## src/rtl/mmc_pkg.sv

```systemverilog
package mmc_pkg;

  typedef enum logic [1:0] {
    MODE_RD   = 2'd0,
    MODE_WR   = 2'd1,
    MODE_PART = 2'd2,
    MODE_ISO  = 2'd3
  } mode_e;

  localparam int NUM_MODES = 4;

  // Threshold comparison results from the datapath
  typedef struct packed {
    logic reachHigh;
    logic atOrBelowLow;
  } occCmp_t;

  // Mode strobes from the control to the issue decoder
  typedef struct packed {
    logic iso;
    logic part;
    logic wr;
    logic rd;
  } modeStrobe_t;

endpackage

```

## src/rtl/mmc_occ_cmp.sv

```systemverilog
module mmc_occ_cmp
  import mmc_pkg::*;
#(
  parameter int OCC_W = 6
) (
  input  logic [OCC_W-1:0] occupancy,
  input  logic [OCC_W-1:0] highThresh,
  input  logic [OCC_W-1:0] lowThresh,
  output occCmp_t          cmp
);

  always_comb begin
    cmp.reachHigh    = (occupancy >= highThresh);
    cmp.atOrBelowLow = (occupancy <= lowThresh);
  end

endmodule

```

## src/rtl/mmc_mode_fsm.sv

```systemverilog
module mmc_mode_fsm
  import mmc_pkg::*;
(
  input  logic        clk,
  input  logic        rstN,
  input  occCmp_t     cmp,
  input  logic        underfillStarved,
  input  logic        isochPending,
  output modeStrobe_t strobe
);

  mode_e modeQ, modeD;
  logic  drainQ, drainD;

  // Hysteresis: arm at high threshold, disarm at low threshold
  always_comb begin
    if (cmp.reachHigh)         drainD = 1'b1;
    else if (cmp.atOrBelowLow) drainD = 1'b0;
    else                       drainD = drainQ;
  end

  // Fixed priority: isochronous, partial, write, read
  always_comb begin
    if (isochPending)          modeD = MODE_ISO;
    else if (underfillStarved) modeD = MODE_PART;
    else if (drainD)           modeD = MODE_WR;
    else                       modeD = MODE_RD;
  end

  always_ff @(posedge clk or negedge rstN) begin
    if (!rstN) begin
      modeQ  <= MODE_RD;
      drainQ <= 1'b0;
    end else begin
      modeQ  <= modeD;
      drainQ <= drainD;
    end
  end

  always_comb begin
    strobe      = '0;
    strobe.rd   = (modeQ == MODE_RD);
    strobe.wr   = (modeQ == MODE_WR);
    strobe.part = (modeQ == MODE_PART);
    strobe.iso  = (modeQ == MODE_ISO);
  end

endmodule

```

## src/rtl/mmc_issue_dec.sv

```systemverilog
module mmc_issue_dec
  import mmc_pkg::*;
(
  input  modeStrobe_t          strobe,
  output logic [NUM_MODES-1:0] modeOneHot,
  output logic                 issueRead,
  output logic                 issueWrite,
  output logic                 issueUnderfill,
  output logic                 issueIsoch,
  output logic                 writeFirst
);

  logic normalTraffic;

  always_comb begin
    modeOneHot     = {strobe.iso, strobe.part, strobe.wr, strobe.rd};
    normalTraffic  = strobe.rd | strobe.wr;
    issueRead      = normalTraffic;
    issueWrite     = normalTraffic;
    issueUnderfill = normalTraffic | strobe.part;
    issueIsoch     = strobe.iso;
    writeFirst     = strobe.wr;
  end

endmodule

```

## src/rtl/major_mode_ctrl.sv

```systemverilog
module major_mode_ctrl
  import mmc_pkg::*;
#(
  parameter int OCC_W = 6
) (
  input  logic             clk,
  input  logic             rstN,
  input  logic [OCC_W-1:0] wrOccupancy,
  input  logic [OCC_W-1:0] wrHighThresh,
  input  logic [OCC_W-1:0] wrLowThresh,
  input  logic             underfillStarved,
  input  logic             isochPending,
  output logic [3:0]       modeOneHot,
  output logic             issueRead,
  output logic             issueWrite,
  output logic             issueUnderfill,
  output logic             issueIsoch,
  output logic             writeFirst
);

  occCmp_t     cmp;
  modeStrobe_t strobe;

  mmc_occ_cmp #(.OCC_W(OCC_W)) u_cmp (
    .occupancy  (wrOccupancy),
    .highThresh (wrHighThresh),
    .lowThresh  (wrLowThresh),
    .cmp        (cmp)
  );

  mmc_mode_fsm u_fsm (
    .clk              (clk),
    .rstN             (rstN),
    .cmp              (cmp),
    .underfillStarved (underfillStarved),
    .isochPending     (isochPending),
    .strobe           (strobe)
  );

  mmc_issue_dec u_dec (
    .strobe         (strobe),
    .modeOneHot     (modeOneHot),
    .issueRead      (issueRead),
    .issueWrite     (issueWrite),
    .issueUnderfill (issueUnderfill),
    .issueIsoch     (issueIsoch),
    .writeFirst     (writeFirst)
  );

endmodule

```

## config.mk

```make
export PLATFORM = sky130hd
export DESIGN_NAME = major_mode_ctrl
export DESIGN_NICKNAME = d
export VERILOG_FILES = /design/src/rtl/mmc_pkg.sv /design/src/rtl/mmc_occ_cmp.sv /design/src/rtl/mmc_mode_fsm.sv /design/src/rtl/mmc_issue_dec.sv /design/src/rtl/major_mode_ctrl.sv
export SDC_FILE = /design/constraint.sdc
export NUM_CORES = 1
export LEC_CHECK = 0
export BUFFER_PORTS_ARGS = -buffer_cell sky130_fd_sc_hd__buf_2
export CAP_MARGIN = 20
export CORE_AREA = 8 8 45 47
export DETAILED_ROUTE_END_ITERATION = 10
export DIE_AREA = 0 0 53 55
export HOLD_SLACK_MARGIN = 0.12
export PLACE_DENSITY = 0.71
export SKIP_LAST_GASP = 1
export SLEW_MARGIN = 15
export SYNTH_ARGS = -nofsm -noshare
export SYNTH_HDL_FRONTEND = slang
export SYNTH_HIERARCHICAL = 1
export SYNTH_SLANG_ARGS = --single-unit
```

## constraint.sdc

```tcl
create_clock -name clk -period 1.11 [get_ports clk]
set_clock_uncertainty 0.1 [all_clocks]
set_input_delay 0 -clock clk [delete_from_list [all_inputs] [get_ports clk]]
set_output_delay 0 -clock clk [all_outputs]
set_load 0.1 [all_outputs]
```

# Word-level counts from Yosys, hierarchy flattened
# Index checks and enable logic that the tools add are counted.
[classes] n_lt_le_gt_ge=2 n_eq_ne=3 n_mux=5 bitwise=2 n_reduce_logical=1
[op_table] operator="$ge 6x6->1" count=1
[op_table] operator="$le 6x6->1" count=1
[op_table] operator="$eq 2x2->1 const B" count=2
[op_table] operator="$mux 2" count=2
[op_table] operator="$mux 1" count=3
[op_table] operator="$eq 2x1->1 const B" count=1
[op_table] operator="$logic_not 2->1" count=1
[op_table] operator="$or 1x1->1" count=2
[word_totals] register_bits=3 out_inout_bits=9

# Logic depth before layout (Yosys ltp)
[logic_depth] depth_word=6 depth_mapped=7

# Cells and area by module
# Netlist, hierarchy kept.
[modules_own_cells] mod="mmc_occ_cmp" n_inst=1 cells_per_inst=39 area_per_inst_um2=289.0
[modules_own_cells] mod="mmc_mode_fsm" n_inst=1 cells_per_inst=13 area_per_inst_um2=136.4
[modules_own_cells] mod="mmc_issue_dec" n_inst=1 cells_per_inst=9 area_per_inst_um2=65.1

# Worst setup path before layout
# OpenSTA, ideal clock, no wires.
[synth_path] kind="register to output" start="reg u_fsm.modeQ[1]" end="out issueWrite" arrival_time_ns=1.730 t_required_ns=1.010 slack_ns=-0.720 stages_incl_launch_ff=4 n_path_buf=1 cell_sequence="dfrtp_1 nor2b_1 or2_1 buf_4"
[synth_lines] element="from (decl)" line="mmc_mode_fsm.sv:12" rtl="mode_e modeQ, modeD;"
[synth_lines] element="from (signal assigned)" line="mmc_mode_fsm.sv:35" rtl="modeQ <= modeD;"
[synth_lines] element="to (decl)" line="major_mode_ctrl.sv:15" rtl="output logic issueWrite,"

# Worst setup path after layout
[layout_path] start="reg u_fsm.modeQ[1]" end="out issueUnderfill"
[layout_between] elab_chain_cells=3 word_cells_on_any_way=5 cone_classes="2 x eq/ne; 2 x bitwise; 1 x reduce/logical"
[layout_rtl] element="$eq 2x1->1 or $logic_not 2->1 (tied branches)" line="mmc_mode_fsm.sv:43, mmc_mode_fsm.sv:42"
[layout_rtl] element="$or 1x1->1" line="mmc_issue_dec.sv:17" rtl="normalTraffic = strobe.rd | strobe.wr;"
[layout_rtl] element="$or 1x1->1 (*)" line="mmc_issue_dec.sv:20" rtl="issueUnderfill = normalTraffic | strobe.part;"
[layout_rtl] element="to (decl)" line="major_mode_ctrl.sv:16" rtl="output logic issueUnderfill,"
# Mark *: on every way between the ends. The rest lies on a longest branch, timed or not.

==> impl_metrics.ini <==
[critical_path]
crit_family = simple AND/OR/NAND/NOR gates
criticalPathCategory = reg2out
cp-start-kind = flop
worst_path_max_delay_cell = dfrtp_2
crit_required_ps = 1010
crit_fanout = 4
cp.arrival_ps = 1340
slowest_delay_ps = 440
cp_cell_sequence = nor2b_4 > or3_4 > buf_12
path_buf_inv = 1
end_kind = output port

[routing]
ant_nets = 0
drt_first_pass_iters = 3
vias_per_cell = 4.56
drc_errors = 0
detail_route.wl_per_cell_um = 12.8
num_vias = 538
drt_iter0_drc = 3
totalWireLength_mm = 1.51

[yosys]
yosys.area.top_type_share_pct = 30.6
synth_compound_area_share_pct = 15.3
yosysWarnings = 6
synth_cells = 61
syn_avg_cell_area_sq_um = 8.04
yosys.area_share.simple_pct = 17.3
synth_edf_count = 0
synthAdderAreaFrac_pct = 30.6
synth_area_sq_um = 490
synth_top_family_by_area = adder cells
yosysSeqAreaShare_pct = 15.3
ys_ff_latch = 3
syn_nets = 95
synth.area.top_cells = ha_1, dfrtp_1, buf_4
yosys-top-cells-count = inv_1, ha_1, buf_4
async_flop_share_pct = 100
synth_xor_area_share_pct = 0
synth_most_common_cell = inv_1
synth_area_leader_cell = ha_1
synthMuxAreaShare_pct = 0
synth_cell_types = 23
synth_ff_type = dfrtp_1

[global_routing]
first_global_vias = 573
antenna_found_initial = 0
grt_pass1_wl_mm = 2.26
grt_max_degree = 5
grt_overflow = 0
track_usage_pct = 9.95

[worst_hold_path]
hold_path.class = in2reg

[status]
outcome = finished with violations
violations = setup timing

[clock_network]
clk_pin_slew_worst_paths_ps = 40
clock-sinks = 3
cts_root_buffer = clkbuf_4
clk_latency_ps = 230
cts_tree = yes
clockBufferDepth = 2
htreeDepth = 1
cts_made_buffers = 3

[timing]
fin_crit_ps = 1440
period_share_pct = 130
slew_headroom_pct = 78.7
hold_viol_final = 0
setup_ws_ps = -328
max_freq_mhz = 695
final-setup-viol-count = 11
slew_violations = 0
worstMarginPinSlew_ps = 317
rsz0062_at_grt = yes

[die]
coreArea_sq_um = 1380
die_w_um = 53
row_count = 14
die_area_sq_um = 2920
initial_core_util_pct = 35.4
die_h_um = 55
ios = 31

[pwr]
ir_worst_vdd_mv = 0.770
power_leakage_nw = 0.536
power_per_cell_area_nw_per_um2 = 964
report.power.total_uw = 996

[job]
maxCapViolCount = 0

[placed_design]
numPortBuffers = 30
routabilityCongestion = 0.731
dpl_cell_area_sq_um = 862
hpwl_mm = 1.15

[layout]
drive_gt1_share_pct = 62.7
area_growth_pct = 111
nNetsFinal = 137
antenna_cells = 0
n_fill_cell = 113
design_area_sq_um = 1030
finish.utilization_pct = 74.7
[routing by layer]
metal	vias up	global-route usage (%)	part of all wire (%)
li1	279	-	-
met1	243	10.8	39
met2	16	18.8	56
met3	0	3.21	4.5
met4	0	1.29	0
met5	-	0	0
[cell type report]
type / count / area, sq um / area share (%)
repair buffers: 44 / 435 / 42.1
multi-input cells: 37 / 420 / 40.7
clock buffers: 4 / 26.3 / 2.54
flip-flops and latches: 3 / 76.3 / 7.38
well taps: 16 / 20.0 / 1.94
inverters: 14 / 55.1 / 5.33
[what timing repair did]
action,4_1_cts,5_1_grt
endpoints found under the setup margin,10,11
hold buffers,4,0
hold endpoints to repair,5,0
resized for setup,12,8
setup buffers,2,1
pin swaps,2,4
[logic make-up (layout without fill, tap and decap cells)]
group,after synthesis,count (layout)
fa+ha+maj,12,12
buf+inv,21,62
simple gates,15,15
compound gates,10,10
flops,3,3
[sequential cells by signal (all words and copies together) (netlist names)]
| signal | cells |
|---|---|
| u_fsm/modeQ | 2 |
| u_fsm/drainQ | 1 |
[path summary, 6_finish.rpt]
kind / to / slack [ps] / startpoint / cells past startpoint
worst max-delay path: issueUnderfill / -330 / u_fsm/modeQ[1]$_DFF_PN0_ / 3
worst min-delay path: u_fsm/drainQ$_DFF_PN0_ / 190 / wrOccupancy[5] / 5
worst max register to register: u_fsm/modeQ[0]$_DFF_PN0_ / 160 / u_fsm/drainQ$_DFF_PN0_ / 2
worst min register to register: u_fsm/drainQ$_DFF_PN0_ / 380 / u_fsm/drainQ$_DFF_PN0_ / 1
max in group asynchronous: u_fsm/modeQ[1]$_DFF_PN0_ / 170 / rstN / 3
min in group asynchronous: u_fsm/modeQ[0]$_DFF_PN0_ / 580 / rstN / 3
[power by group]
part	internal, mW	switching [mW]	leakage (nW)
clock network	0.135	0.0539	0.0150
registers	0.123	0.0101	0.0319
logic	0.303	0.372	0.489
total	0.560	0.435	0.536
[worst register-to-register path, stage by stage (launching register included)]
cell and delay, ps:
dfrtp_1 360, nor3b_2 150, a211o_1 220
[cells in the final DEF (no fill, tap or decap), types with 2 or more instances in the layout]
cell           count
ha_4               4
buf_4              5
inv_1             11
buf_6              6
buf_12             9
a21oi_1            2
dlygate4sd3_1      4
nor2b_4            2
buf_2             19
nand3_1            2
inv_2              2
dfrtp_1            2
clkbuf_4           3
ha_1               8
[through the flow]
step | hold WS, ps | TNS (ps) | setup WS, ps | cells
finish | 185 | -1970 | -328 | 118
global route | 214 | -2420 | -359 | 118
CTS | 177 | -1810 | -313 | 117
detailed placement | -300 | -929 | -308 | 107
global placement | -304 | -814 | -263 | 107
floorplan | -396 | -217 | -90.5 | 61
(Power assumes the default switching activity.)
